--- src/rtl/bip_pkg.sv ---
package bip_pkg;
    localparam int ADDR_W = 32;
    localparam int WORD_W = 16;

    typedef enum logic [3:0] {
        ST_KEY,
        ST_HDR,
        ST_ENT_HI,
        ST_ENT_LO,
        ST_COUNT,
        ST_DST_HI,
        ST_DST_LO,
        ST_COPY,
        ST_FLUSH,
        ST_HALT
    } parse_state_t;

    typedef struct packed {
        logic [ADDR_W-1:0] addr;
        logic [WORD_W-1:0] data;
    } wr_req_t;

    // Step an address inside its live low bits, leaving the rest untouched.
    function automatic logic [ADDR_W-1:0] step_addr(input logic [ADDR_W-1:0] a,
                                                    input int live);
        logic [ADDR_W-1:0] mask;
        mask = (ADDR_W'(1) << live) - ADDR_W'(1);
        return (a & ~mask) | ((a + ADDR_W'(1)) & mask);
    endfunction
endpackage

--- src/rtl/bip_word_pack.sv ---
module bip_word_pack
    import bip_pkg::*;
(
    input  logic              clk,
    input  logic              rst,
    input  logic              byte_lane,
    input  logic              open_i,
    input  logic              in_valid,
    input  logic [WORD_W-1:0] in_data,
    output logic              in_ready,
    output logic              w_valid,
    output logic [WORD_W-1:0] w_data,
    input  logic              w_ready
);
    localparam int HALF = WORD_W / 2;

    logic [HALF-1:0] lo_q;
    logic            have_lo;

    always_comb begin
        if (byte_lane) begin
            w_valid  = in_valid && have_lo;
            w_data   = {in_data[HALF-1:0], lo_q};
            in_ready = open_i && (have_lo ? w_ready : 1'b1);
        end else begin
            w_valid  = in_valid;
            w_data   = in_data;
            in_ready = open_i && w_ready;
        end
    end

    always_ff @(posedge clk) begin
        if (rst) begin
            have_lo <= 1'b0;
            lo_q    <= '0;
        end else if (byte_lane && in_valid && in_ready) begin
            if (!have_lo) begin
                lo_q    <= in_data[HALF-1:0];
                have_lo <= 1'b1;
            end else begin
                have_lo <= 1'b0;
            end
        end
    end


    word_mode_no_half_chk: assert property (@(posedge clk) disable iff (rst)
        !byte_lane |=> !have_lo);
endmodule

--- src/rtl/bip_wr_slot.sv ---
module bip_wr_slot
    import bip_pkg::*;
(
    input  logic              clk,
    input  logic              rst,
    input  logic              push,
    input  wr_req_t           push_req,
    output logic              can_take,
    output logic              busy,
    output logic              wr_valid,
    output logic [ADDR_W-1:0] wr_addr,
    output logic [WORD_W-1:0] wr_data,
    input  logic              wr_ready
);
    wr_req_t held;
    logic    full;

    assign can_take = !full || wr_ready;
    assign busy     = full;
    assign wr_valid = full;
    assign wr_addr  = held.addr;
    assign wr_data  = held.data;

    always_ff @(posedge clk) begin
        if (rst) begin
            full <= 1'b0;
            held <= '0;
        end else if (push) begin
            full <= 1'b1;
            held <= push_req;
        end else if (wr_ready) begin
            full <= 1'b0;
        end
    end


    stall_hold_chk: assert property (@(posedge clk) disable iff (rst)
        (wr_valid && !wr_ready) |=> (wr_valid && $stable(wr_addr) && $stable(wr_data)));
endmodule

--- src/rtl/bip_seq.sv ---
module bip_seq
    import bip_pkg::*;
#(
    parameter int                LIVE_BITS = 22,
    parameter int                HDR_WORDS = 8,
    parameter logic [WORD_W-1:0] KEY_WIDE  = 16'h10AA,
    parameter logic [WORD_W-1:0] KEY_NARROW = 16'h08AA,
    parameter logic [ADDR_W-1:0] FALLBACK  = 32'h003F_7FF6
) (
    input  logic              clk,
    input  logic              rst,
    input  logic              byte_lane,
    input  logic              w_valid,
    input  logic [WORD_W-1:0] w_data,
    output logic              w_ready,
    output logic              open_o,
    input  logic              slot_can_take,
    input  logic              slot_busy,
    output logic              push,
    output wr_req_t           push_req,
    output logic              done,
    output logic              abort,
    output logic [ADDR_W-1:0] entry_addr
);
    localparam int HCW = (HDR_WORDS > 1) ? $clog2(HDR_WORDS) : 1;
    localparam logic [HCW-1:0] HDR_LAST = HCW'(HDR_WORDS - 1);

    parse_state_t      state;
    logic [HCW-1:0]    hdr_cnt;
    logic [ADDR_W-1:0] dst;
    logic [WORD_W-1:0] remain;
    logic              take;
    logic [WORD_W-1:0] key_exp;

    assign key_exp = byte_lane ? KEY_NARROW : KEY_WIDE;
    assign open_o  = (state != ST_FLUSH) && (state != ST_HALT);

    always_comb begin
        w_ready = open_o;
        if (state == ST_COPY) w_ready = slot_can_take;
    end

    assign take          = w_valid && w_ready;
    assign push          = take && (state == ST_COPY);
    assign push_req.addr = dst;
    assign push_req.data = w_data;

    always_ff @(posedge clk) begin
        if (rst) begin
            state      <= ST_KEY;
            hdr_cnt    <= '0;
            dst        <= '0;
            remain     <= '0;
            done       <= 1'b0;
            abort      <= 1'b0;
            entry_addr <= '0;
        end else begin
            done <= 1'b0;
            case (state)
                ST_KEY: if (take) begin
                    if (w_data == key_exp) begin
                        state   <= ST_HDR;
                        hdr_cnt <= '0;
                    end else begin
                        entry_addr <= FALLBACK;
                        abort      <= 1'b1;
                        done       <= 1'b1;
                        state      <= ST_HALT;
                    end
                end
                ST_HDR: if (take) begin
                    if (hdr_cnt == HDR_LAST) state <= ST_ENT_HI;
                    else hdr_cnt <= hdr_cnt + HCW'(1);
                end
                ST_ENT_HI: if (take) begin
                    entry_addr[ADDR_W-1:WORD_W] <= w_data;
                    state <= ST_ENT_LO;
                end
                ST_ENT_LO: if (take) begin
                    entry_addr[WORD_W-1:0] <= w_data;
                    state <= ST_COUNT;
                end
                ST_COUNT: if (take) begin
                    if (w_data == '0) state <= ST_FLUSH;
                    else begin
                        remain <= w_data;
                        state  <= ST_DST_HI;
                    end
                end
                ST_DST_HI: if (take) begin
                    dst[ADDR_W-1:WORD_W] <= w_data;
                    state <= ST_DST_LO;
                end
                ST_DST_LO: if (take) begin
                    dst[WORD_W-1:0] <= w_data;
                    state <= ST_COPY;
                end
                ST_COPY: if (take) begin
                    dst    <= step_addr(dst, LIVE_BITS);
                    remain <= remain - WORD_W'(1);
                    if (remain == WORD_W'(1)) state <= ST_COUNT;
                end
                ST_FLUSH: if (!slot_busy) begin
                    done  <= 1'b1;
                    state <= ST_HALT;
                end
                default: state <= ST_HALT;
            endcase
        end
    end


    fallback_entry_chk: assert property (@(posedge clk) disable iff (rst)
        abort |-> (entry_addr == FALLBACK));

    abort_sticky_chk: assert property (@(posedge clk) disable iff (rst)
        abort |=> abort);

    halt_closed_chk: assert property (@(posedge clk) disable iff (rst)
        (state == ST_HALT) |-> !w_ready);

    copy_count_live_chk: assert property (@(posedge clk) disable iff (rst)
        (state == ST_COPY) |-> (remain != '0));
endmodule

--- src/rtl/boot_image_parser.sv ---
module boot_image_parser
    import bip_pkg::*;
#(
    parameter int                LIVE_BITS  = 22,
    parameter int                HDR_WORDS  = 8,
    parameter logic [WORD_W-1:0] KEY_WIDE   = 16'h10AA,
    parameter logic [WORD_W-1:0] KEY_NARROW = 16'h08AA,
    parameter logic [ADDR_W-1:0] FALLBACK   = 32'h003F_7FF6
) (
    input  logic              clk,
    input  logic              rst,
    input  logic              byte_lane,
    input  logic              in_valid,
    input  logic [WORD_W-1:0] in_data,
    output logic              in_ready,
    output logic              wr_valid,
    output logic [ADDR_W-1:0] wr_addr,
    output logic [WORD_W-1:0] wr_data,
    input  logic              wr_ready,
    output logic              done,
    output logic [ADDR_W-1:0] entry_addr,
    output logic              abort
);
    logic              w_valid, w_ready, open_w;
    logic [WORD_W-1:0] w_data;
    logic              slot_can_take, slot_busy, push;
    wr_req_t           push_req;

    bip_word_pack u_pack (
        .clk      (clk),
        .rst      (rst),
        .byte_lane(byte_lane),
        .open_i   (open_w),
        .in_valid (in_valid),
        .in_data  (in_data),
        .in_ready (in_ready),
        .w_valid  (w_valid),
        .w_data   (w_data),
        .w_ready  (w_ready)
    );

    bip_seq #(
        .LIVE_BITS (LIVE_BITS),
        .HDR_WORDS (HDR_WORDS),
        .KEY_WIDE  (KEY_WIDE),
        .KEY_NARROW(KEY_NARROW),
        .FALLBACK  (FALLBACK)
    ) u_seq (
        .clk          (clk),
        .rst          (rst),
        .byte_lane    (byte_lane),
        .w_valid      (w_valid),
        .w_data       (w_data),
        .w_ready      (w_ready),
        .open_o       (open_w),
        .slot_can_take(slot_can_take),
        .slot_busy    (slot_busy),
        .push         (push),
        .push_req     (push_req),
        .done         (done),
        .abort        (abort),
        .entry_addr   (entry_addr)
    );

    bip_wr_slot u_slot (
        .clk      (clk),
        .rst      (rst),
        .push     (push),
        .push_req (push_req),
        .can_take (slot_can_take),
        .busy     (slot_busy),
        .wr_valid (wr_valid),
        .wr_addr  (wr_addr),
        .wr_data  (wr_data),
        .wr_ready (wr_ready)
    );


    done_drained_chk: assert property (@(posedge clk) disable iff (rst)
        done |-> !wr_valid);

    done_pulse_chk: assert property (@(posedge clk) disable iff (rst)
        done |=> !done);

    closed_after_done_chk: assert property (@(posedge clk) disable iff (rst)
        done |=> !in_ready);

    abort_no_write_chk: assert property (@(posedge clk) disable iff (rst)
        abort |-> !wr_valid);
endmodule

--- config.mk ---
export PLATFORM = sky130hd
export DESIGN_NAME = boot_image_parser
export DESIGN_NICKNAME = d
export VERILOG_FILES = /design/src/rtl/bip_pkg.sv /design/src/rtl/bip_word_pack.sv /design/src/rtl/bip_wr_slot.sv /design/src/rtl/bip_seq.sv /design/src/rtl/boot_image_parser.sv
export SDC_FILE = /design/constraint.sdc
export NUM_CORES = 1
export LEC_CHECK = 0
export ABC_CLOCK_PERIOD_IN_PS = 2900
export BUFFER_PORTS_ARGS = -buffer_cell sky130_fd_sc_hd__buf_2
export CORE_ASPECT_RATIO = 0.7
export CORE_MARGIN = 5
export CORE_UTILIZATION = 57
export CTS_CLUSTER_SIZE = 20
export DETAILED_ROUTE_END_ITERATION = 12
export PLACE_DENSITY_LB_ADDON = 0.25
export SKIP_CTS_REPAIR_TIMING = 1
export SKIP_LAST_GASP = 1
export SYNTH_ARGS = -nofsm -noshare
export SYNTH_HDL_FRONTEND = slang
export SYNTH_HIERARCHICAL = 1
export SYNTH_SLANG_ARGS = --single-unit
--- constraint.sdc ---
create_clock -name clk -period 2.9 [get_ports clk]
set_input_delay 0.435 -clock clk [delete_from_list [all_inputs] [get_ports clk]]
set_output_delay 0.435 -clock clk [all_outputs]
set_load 0.005 [all_outputs]
==> results.cfg, run 1 <==
[floorplanning]
placeableCoreArea_um2 = 12300
initial_utilization_pct = 57.6
die_w_um = 143
boundaryPins = 105
placementRows = 34
die_y_um = 103
full_die_area_um2 = 14800

[timing]
min_period_over_period_pct = 90.9
worst-slew-pin-transition_ns = 0.669
min_period_ns = 2.64
relSlewSlack_pct = 55.4
drv_slew = 0
hold_violations = 0
setup_viol = 0
achievable_freq_mhz = 379
post-route-worst-setup-slack_ns = 0.265
grt_setup_unrepaired = false
clock_skew_ns = 0.0116

[logic_synthesis]
yosys.cell_types.count = 67
post_synth_edffs = 0
netlist_area_um2 = 7080
synth-main-ff-cell = sky130_fd_sc_hd__dfxtp_1
asyncSetResetFlopFracSynth_pct = 0
synth_top_family_by_area = simple AND/OR/NAND/NOR gates
synth_compound_area_share_pct = 18.8
sequential_to_total_area_share_from_yosys_stat_pct = 41.5
synthesis.instances = 807
yosysWarningCount = 6
syn_nets = 833
synthMuxAreaShare_pct = 11.0
synth-seq-cells = 147
synthesized_area_per_cell_um2 = 8.78
post_synth_and_or_nand_nor_area_fraction_pct = 20.6
synth_fa_ha_area_share_pct = 0.883
synth_xor_xnor_area_share_pct = 0.124

[clock_tree]
clock_tree.root_cell = sky130_fd_sc_hd__clkbuf_16
insertion_delay_of_the_later_clocked_pin_in_the_worst_skew_pair_ns = 0.43
htreeDepth = 4
cts_buffers = 17
tritoncts_clock_tree = yes
max-clock-path-buffers = 2
clk_pin_slew_worst_paths_ns = 0.07
cts.sinks = 147

[global_routing]
antenna_found_initial = 0
via_count_of_the_first_global_routing_pass = 6179
grt_overflow = 0
global_route_wire_length_before_repair_um = 32200
grt_start_max_net_pins = 99
grt.total_usage_pct = 27.4

[place]
placement.setup.worst_slack_ns = -0.0166
placed_cell_area_um2 = 7720
globalplace.congestion = 0.865
dp.final_hpwl_um = 13900
count_of_input_and_output_buffers = 104

[layout]
fraction_of_final_layout_cells_with_drive_strength_greater_than_1_pct = 25.1
antenna-diode-count = 0
area.growth.synth_to_final_pct = 17.6
nets = 916
fillers = 997
post-route-cell-area_um2 = 8330

[detailed_routing]
route.vias.total = 6553
detail_route.first_pass.iterations = 6
route.antenna.remaining_nets = 0
routed_via_count_divided_by_cell_count = 6.15
route.detailed.wl_per_inst_um = 19.1
final_routed_drc_violation_total = 0
drt-initial-drc-count = 704
totalWireLength_um = 20300

[min_path]
worstHoldPathType = in -> reg

[power]
irDropWorstVdd_mv = 0.445
post-layout-total-power_uw = 4830
power_density_nw_per_um2 = 580
leakage_power_summed_over_all_cells_uw = 0.00322

[run_status]
run_status = finished clean

[setup_path]
worst-endpoint-arrival_ns = 2.20
worstPathMaxFanout = 63
setup.worst_path.class = reg -> out
worstSetupStartpointType = flop
timing.critical_path.to_type = primary output
critical_path_required_ns = 2.47

[run]
drv_cap = 0
[area by class of cell]
| class | count | area, um2 | share of cell area, % |
|---|---|---|---|
| Sequential cell | 147 | 2940 | 35.3 |
| Multi-Input combinational cell | 569 | 3650 | 43.8 |
| Clock inverter | 15 | 191 | 2.30 |
| Inverter | 12 | 45.0 | 0.540 |
| Clock buffer | 17 | 425 | 5.10 |
| Timing Repair Buffer | 143 | 878 | 10.5 |
| Tap cell | 162 | 203 | 2.43 |
[through the flow]
stage,hold slack (ns),setup TNS [ns],utilization (%),instances
CTS,0.293,0,67.8,1065
global placement,0.434,0,62.8,1033
detailed placement,0.444,-0.0628,62.8,1033
finish,0.308,0,67.8,1065
floorplan,0.433,0,-,807
global route,0.314,0,67.8,1065
[synthesized netlist by cell type (all sizes together), types with 9 or more instances]
cell type | n | area share [%]
nor3 | 19 | 1.3
mux2i | 57 | 8.1
nand4 | 14 | 1.2
or4 | 9 | 1.1
o21ai | 49 | 3.5
nand2b | 24 | 2.1
buf | 36 | 4.1
o221a | 20 | 3.2
mux2 | 16 | 2.9
inv | 12 | 0.64
dfxtp | 147 | 42
clkbuf | 43 | 2.3
a21oi | 53 | 3.7
nand2 | 85 | 4.5
nand3 | 16 | 1.1
nor2 | 87 | 4.6
a211oi | 9 | 1.1
[registers in the layout (all words and copies together), names as in the netlist, 3 cells and up]
register,flops
u_seq/dst,32
u_seq/entry_addr,32
u_slot/wr_addr,32
u_seq/remain,16
u_slot/wr_data,16
u_pack/lo_q,8
u_seq/state,4
u_seq/hdr_cnt,3
[placed cells by master (no fill, tap or decap), types with 6 or more instances in the layout]
cell | Yosys | routed
sky130_fd_sc_hd__mux2_2 | 9 | 9
sky130_fd_sc_hd__buf_4 | 20 | 35
sky130_fd_sc_hd__o221a_2 | 20 | 20
sky130_fd_sc_hd__o21ai_1 | 15 | 15
sky130_fd_sc_hd__nor2_1 | 87 | 86
sky130_fd_sc_hd__inv_1 | 12 | 12
sky130_fd_sc_hd__buf_2 | 7 | 103
sky130_fd_sc_hd__or3_1 | 7 | 7
sky130_fd_sc_hd__o31ai_1 | 7 | 7
sky130_fd_sc_hd__clkbuf_16 | 0 | 17
sky130_fd_sc_hd__or4_1 | 7 | 7
sky130_fd_sc_hd__clkinv_8 | 0 | 7
sky130_fd_sc_hd__o21a_1 | 6 | 6
sky130_fd_sc_hd__o21ai_0 | 34 | 34
sky130_fd_sc_hd__nand3_1 | 16 | 16
sky130_fd_sc_hd__a21oi_1 | 53 | 53
sky130_fd_sc_hd__a311oi_1 | 6 | 6
sky130_fd_sc_hd__nand4_1 | 14 | 14
sky130_fd_sc_hd__nand2b_1 | 24 | 24
sky130_fd_sc_hd__dfxtp_1 | 147 | 147
sky130_fd_sc_hd__nand2_1 | 85 | 85
sky130_fd_sc_hd__a211oi_1 | 7 | 7
sky130_fd_sc_hd__mux2_4 | 7 | 7
sky130_fd_sc_hd__nor3_1 | 19 | 19
sky130_fd_sc_hd__mux2i_1 | 57 | 57
[layer usage]
metal	global-route usage (%)	vias up	wire [um]
li1	-	3061	-
met1	38.2	3123	9020
met2	41.7	332	9060
met3	7.44	37	1870
met4	8.90	0	380
met5	0	-	0
[kinds of logic (layout without fill, tap and decap cells)]
logic type | after synthesis | count (layout)
and+or+nand+nor | 297 | 297
AOI/OAI and AO/OA | 193 | 193
DFF | 147 | 147
buffers and inverters | 91 | 187
muxes | 73 | 73
adders and majority gates | 5 | 5
xor gates and xnor gates | 1 | 1
[power breakdown]
part           leakage [uW]  switching, uW  internal, uW  total [uW]
sequential          0.00119           56.8          2070        2130
combinational       0.00174            282           224         506
clock              0.000298           1020          1170        2200
[path summary, 6_finish.rpt]
kind                                            from  depth (start not counted)  slack, ns                   end
worst max-delay path                  u_seq/state[0]                          6       0.26              in_ready
worst min register to register  u_seq/entry_addr[23]                          2       0.45  u_seq/entry_addr[23]
worst min-delay path                      in_data[1]                          3       0.31        u_pack/lo_q[1]
worst max register to register        u_pack/lo_q[0]                          7       0.55      u_seq/hdr_cnt[2]
[critical path, stage by stage (launching register included)]
cell and delay (ns):
sky130_fd_sc_hd__dfxtp_1 0.68, sky130_fd_sc_hd__nand4b_1 0.25, sky130_fd_sc_hd__buf_12 0.27, sky130_fd_sc_hd__nor2_1 0.15, sky130_fd_sc_hd__a21oi_1 0.08, sky130_fd_sc_hd__o21a_1 0.23
sky130_fd_sc_hd__buf_2 0.12
Power figures use the tool's default switching activity.
==> inputs of run 2 (changes only) <==
- ABC_CLOCK_PERIOD_IN_PS: 2900 -> 2990
- clock period: 2.9 -> 2.99 ns (I/O delays scaled with it)
==> results.cfg, run 2 (synthesized netlist as in run 1, its figures left out) <==
[power]
clockPowerShare_pct = 47.8
power_density_nw_per_um2 = 585
internal_power_uw = 3610
pwr-share-seq_pct = 42.4
switching_power_share_of_the_total_pct = 26.0
share_comb_of_total_power_pct = 9.7
switchingPower_uw = 1260
irDropWorstVdd_mv = 0.467
leakage_power_summed_over_all_cells_uw = 0.00322

[global_routing]
via_count_of_the_first_global_routing_pass = 6133
grt_overflow = 0
global_route_wire_length_before_repair_um = 32300
grt.total_usage_pct = 27.6
antenna_found_initial = 0
grt_start_max_net_pins = 78

[detailed_routing]
final_routed_drc_violation_total = 0
route.vias.total = 6553
route.antenna.remaining_nets = 0
detail_route.first_pass.iterations = 5
drt-initial-drc-count = 886
route.detailed.wl_per_inst_um = 19.1
routed_via_count_divided_by_cell_count = 6.17
totalWireLength_um = 20300

[layout]
nets = 913
antenna-diode-count = 0
finalCoreUtilization_pct = 67.7
area.growth.synth_to_final_pct = 17.4
most-common-layout-cells = sky130_fd_sc_hd__dfxtp_1, sky130_fd_sc_hd__buf_2, sky130_fd_sc_hd__nor2_1
final_cells = 1062
fraction_of_final_layout_cells_with_drive_strength_greater_than_1_pct = 24.9
fillers = 992
layout.cells.most_common = sky130_fd_sc_hd__dfxtp_1

[place]
globalplace.congestion = 0.915
numPlacedInstances = 1030
count_of_input_and_output_buffers = 104
dp.final_hpwl_um = 13500

[min_path]
timing.hold.worst.start = in_data[5]
worstHoldPathType = in -> reg
hold_end = u_pack/lo_q[5]
min_path_cells = 3

[clock_tree]
clk_pin_slew_worst_paths_ns = 0.06
max-clock-path-buffers = 2
htreeDepth = 4
cts_buffers = 17
insertion_delay_of_the_later_clocked_pin_in_the_worst_skew_pair_ns = 0.42
cts.sinks = 147
clock_tree.root_cell = sky130_fd_sc_hd__clkbuf_16
tritoncts_clock_tree = yes

[setup_path]
slowest_delay_ns = 0.69
worst-endpoint-arrival_ns = 2.21
r2r.worst_path.cells = 8
critical_path_required_ns = 2.54
worstSetupStartpointType = flop
setup.worst_path.class = reg -> out
worstPathMaxFanout = 63
timing.critical_path.to_type = primary output
endpoint_of_the_worst_slack_reg_to_reg_timing_path = u_seq/entry_addr[31]
critPathSlowestCell = sky130_fd_sc_hd__dfxtp_1
critical_path.cell_chain = nand4b_1 -> buf_12 -> nor2_1 -> a21oi_1 -> o21a_1 -> buf_2
ff_to_ff_start = u_pack/lo_q[0]
timing.reg2reg.setup_slack_ns = 0.67

[timing]
achievable_freq_mhz = 377
min_period_over_period_pct = 88.8
whs_ns = 0.322
drv_slew = 0
grt_setup_unrepaired = false
setup_viol = 0
relSlewSlack_pct = 9.42
min_period_ns = 2.65
worst-slew-pin-transition_ns = 1.36
clock_skew_ns = 0.00679
hold_violations = 0
fin_setup_tns_ns = 0

[floorplanning]
placementRows = 34
placeableCoreArea_um2 = 12300
full_die_area_um2 = 14800
boundaryPins = 105
die_w_um = 143
die_y_um = 103
initial_utilization_pct = 57.6

[run_status]
run_status = finished clean

[run]
drv_cap = 0
==> run 2: worst max-delay path by stage <==
stage                              start  slack, ns                    to  depth (start not counted)
final                     u_seq/state[1]       0.34              in_ready                          6
after global routing      u_seq/state[1]       0.17              in_ready                          6
after detailed placement       byte_lane       0.06  u_seq/entry_addr[31]                          9
after CTS                 u_seq/state[1]       0.34              in_ready                          6
after global placement         byte_lane       0.10  u_seq/entry_addr[21]                          8
after floorplan                byte_lane       0.27       u_seq/remain[2]                          8
==> run 2: per-layer routing <==
metal	global-route usage (%)	wire, um	share of wire [%]
met5	0	0	0
met3	6.25	1700	8.4
met4	11.1	515	2.5
met1	37.8	9010	44
met2	42.8	9060	45
==> run 2: power by group through the flow <==
stage,Combinational [uW],Clock [uW],Sequential [uW]
2_1_floorplan,331,0,2080
3_3_place_gp,454,0,2100
3_5_place_dp,464,0,2110
4_1_cts,467,2350,2060
5_1_grt,509,2450,2070
6_report,475,2330,2070
==> run 2: critical path: cells and delay by family (launching register included) <==
kind / cells / cell delay, ns
flops: 1 / 0.69
simple gates: 2 / 0.41
compound gates: 2 / 0.31
buf+inv: 2 / 0.38
==> run 2: per-stage QoR <==
| stage | worst slack (ns) | instance area [um2] | power, uW |
|---|---|---|---|
| after floorplan | 0.267 | 7080 | 2410 |
| after global placement | 0.104 | 7670 | 2560 |
| after detailed placement | 0.0620 | 7670 | 2570 |
| after CTS | 0.342 | 8320 | 4880 |
| after global routing | 0.171 | 8320 | 5030 |
| final | 0.336 | 8320 | 4870 |
==> run 2: area by class of cell <==
class                   count  area, um2  area share (%)
multi-input cells         569       3650            43.8
flip-flops and latches    147       2940            35.4
repair buffers            140        831            9.98
clock buffers              18        439            5.28
clock inverters            14        211            2.54
well taps                 162        203            2.44
inverters                  12       45.0           0.541
==> inputs of run 3 (changes only) <==
- ABC_AREA: not set -> 1
- BUFFER_PORTS_ARGS: -buffer_cell sky130_fd_sc_hd__buf_2 -> -buffer_cell sky130_fd_sc_hd__clkbuf_2
- CORE_UTILIZATION: 57 -> 58
==> results.cfg, run 3 <==
[run_status]
run_status = finished clean

[logic_synthesis]
synth_xor_xnor_area_share_pct = 0.679
post_synth_most_frequent_cells = sky130_fd_sc_hd__nor2_1, sky130_fd_sc_hd__nand2_1, sky130_fd_sc_hd__dfxtp_1
post-synth-top-area-fraction_pct = 38.0
synthMuxAreaShare_pct = 0.436
synthesis.instances = 1208
post_synth_edffs = 0
synth_top_family_by_area = simple AND/OR/NAND/NOR gates
yosysWarningCount = 6
synth_compound_area_share_pct = 10.4
synth_area_leaders = sky130_fd_sc_hd__dfxtp_1, sky130_fd_sc_hd__nor2_1, sky130_fd_sc_hd__nand2_1, sky130_fd_sc_hd__inv_1, sky130_fd_sc_hd__o21ai_0
post_synth_and_or_nand_nor_area_fraction_pct = 37.0
synth_fa_ha_area_share_pct = 0.808
yosys.cell_types.count = 39
syn_nets = 1234
synthesized_area_per_cell_um2 = 6.41
asyncSetResetFlopFracSynth_pct = 0
most_repeated_cell_in_the_gate_level_netlist_after_synthesis = sky130_fd_sc_hd__nor2_1
netlist_area_um2 = 7740
synth-seq-cells = 147
netlist.top_cell.by_area = sky130_fd_sc_hd__dfxtp_1
synth-main-ff-cell = sky130_fd_sc_hd__dfxtp_1
sequential_to_total_area_share_from_yosys_stat_pct = 38.0

[timing]
min_period_ns = 2.36
worst-slew-pin-transition_ns = 0.834
clock_skew_ns = 0.0127
min_period_over_period_pct = 78.9
relSlewSlack_pct = 44.3
setup_viol = 0
hold_violations = 0
fin_setup_tns_ns = 0
achievable_freq_mhz = 424
grt_setup_unrepaired = false
drv_slew = 0

[global_routing]
grt_start_max_net_pins = 63
global_route_wire_length_before_repair_um = 35100
antenna_found_initial = 0
grt_overflow = 0
via_count_of_the_first_global_routing_pass = 6928
grt.total_usage_pct = 27.4

[detailed_routing]
route.antenna.remaining_nets = 0
detail_route.first_pass.iterations = 6
final_routed_drc_violation_total = 0
route.detailed.wl_per_inst_um = 14.7
routed_via_count_divided_by_cell_count = 5.36
totalWireLength_um = 21600
drt-initial-drc-count = 877
route.vias.total = 7871

[clock_tree]
clock_tree.root_cell = sky130_fd_sc_hd__clkbuf_16
cts.sinks = 147
clk_pin_slew_worst_paths_ns = 0.07
insertion_delay_of_the_later_clocked_pin_in_the_worst_skew_pair_ns = 0.43
max-clock-path-buffers = 2
cts_buffers = 17
tritoncts_clock_tree = yes
htreeDepth = 4

[layout]
final_cells = 1468
fraction_of_final_layout_cells_with_drive_strength_greater_than_1_pct = 15.1
layout.cells.most_common = sky130_fd_sc_hd__nor2_1
area.growth.synth_to_final_pct = 14.4
nets = 1315
most-common-layout-cells = sky130_fd_sc_hd__nor2_1, sky130_fd_sc_hd__nand2_1, sky130_fd_sc_hd__dfxtp_1
antenna-diode-count = 0

[power]
share_comb_of_total_power_pct = 30.4
pwr-share-seq_pct = 36.5
irDropWorstVdd_mv = 0.481
switching_power_share_of_the_total_pct = 38.7
switchingPower_uw = 2520
internal_power_uw = 4000
leakage_power_summed_over_all_cells_uw = 0.00457
post-layout-total-power_uw = 6520
power_density_nw_per_um2 = 736
clockPowerShare_pct = 33.1

[min_path]
worstHoldPathType = in -> reg

[place]
numPlacedInstances = 1436
dp.final_hpwl_um = 15100
count_of_input_and_output_buffers = 104
globalplace.congestion = 0.971

[floorplanning]
placeableCoreArea_um2 = 13100
full_die_area_um2 = 15800
placementRows = 35
die_w_um = 148
die_y_um = 107
initial_utilization_pct = 58.9
boundaryPins = 105

[setup_path]
setup.worst_path.class = in -> reg
worst-endpoint-arrival_ns = 2.67
critical_path_required_ns = 3.30
timing.critical_path.to_type = flop
worstPathMaxFanout = 18
worstSetupStartpointType = input port

[run]
drv_cap = 0
run 3: changes by cell type after synthesis, sizes merged, moves of 14 or more:
cell    before  now
nor2        87  317
o21ai       49  101
nand2b      24    0
nand2       85  267
buf         36   51
nand4       14   35
o221a       20    0
nand3       16   49
mux2i       57    0
nor3        19    5
inv         12  139
clkbuf      43   18
run 3: path summary, 6_finish.rpt:
| check | startpoint | end | slack, ns | cells after the start |
|---|---|---|---|---|
| min reg2reg | u_seq/abort | u_seq/abort | 0.46 | 2 |
| max | byte_lane | u_seq/hdr_cnt[2] | 0.63 | 11 |
| max reg2reg | u_seq/state[3] | u_slot/wr_data[1] | 0.68 | 9 |
| min | in_data[0] | u_pack/lo_q[0] | 0.26 | 3 |
run 3: power groups by stage:
stage          logic, uW  clock network (uW)  registers, uW
6_report            1980                2160           2380
5_1_grt             2230                2260           2410
4_1_cts             1940                2170           2380
2_1_floorplan       1480                   0           2380
3_5_place_dp        1920                   0           2420
3_3_place_gp        1880                   0           2420
run 3: metrics by stage:
stage          area [um2]  util [%]  hold WS (ns)  worst slack (ns)
5_1_grt              8860      67.4         0.271             0.444
3_3_place_gp         8250      62.8         0.444             0.366
2_1_floorplan        7740         -         0.433             0.767
4_1_cts              8860      67.4         0.249             0.677
3_5_place_dp         8250      62.8         0.454             0.323
6_report             8860      67.4         0.261             0.631
run 3: layout make-up:
type	count	area, um2
Tap cell	166	208
Fill cell	1187	4280
Multi-Input combinational cell	851	3810
Sequential cell	147	2940
Clock inverter	15	184
Timing Repair Buffer	131	736
Clock buffer	17	425
Inverter	141	548
run 3: critical path, cell delays in order:
cell and delay, ns:
sky130_fd_sc_hd__clkbuf_2 0.22, sky130_fd_sc_hd__o21ai_0 0.64, sky130_fd_sc_hd__inv_1 0.15, sky130_fd_sc_hd__nor2_1 0.12
sky130_fd_sc_hd__nand3_1 0.08, sky130_fd_sc_hd__nor2_1 0.18, sky130_fd_sc_hd__nand3_2 0.33, sky130_fd_sc_hd__nand2_1 0.29
sky130_fd_sc_hd__nand3_1 0.11, sky130_fd_sc_hd__nand2_1 0.07, sky130_fd_sc_hd__nor2_1 0.04
run 3: metal layers:
layer / part of all wire, % / vias to the layer above / global-route usage [%] / wire length (um)
met3: 11 / 30 / 7.94 / 2470
met2: 40 / 412 / 38.1 / 8570
met4: 1.8 / 0 / 7.98 / 384
met1: 47 / 3508 / 40.9 / 10200
li1: - / 3921 / - / -
met5: 0 / - / 0 / 0
run 3: cells by family after synthesis:
group	after synthesis
AND/OR/NAND/NOR	681
buffers and inverters	210
AO/OA/AOI/OAI	156
flip-flops	147
XOR/XNOR	6
adder cells (fa/ha/maj)	5
multiplexers	3
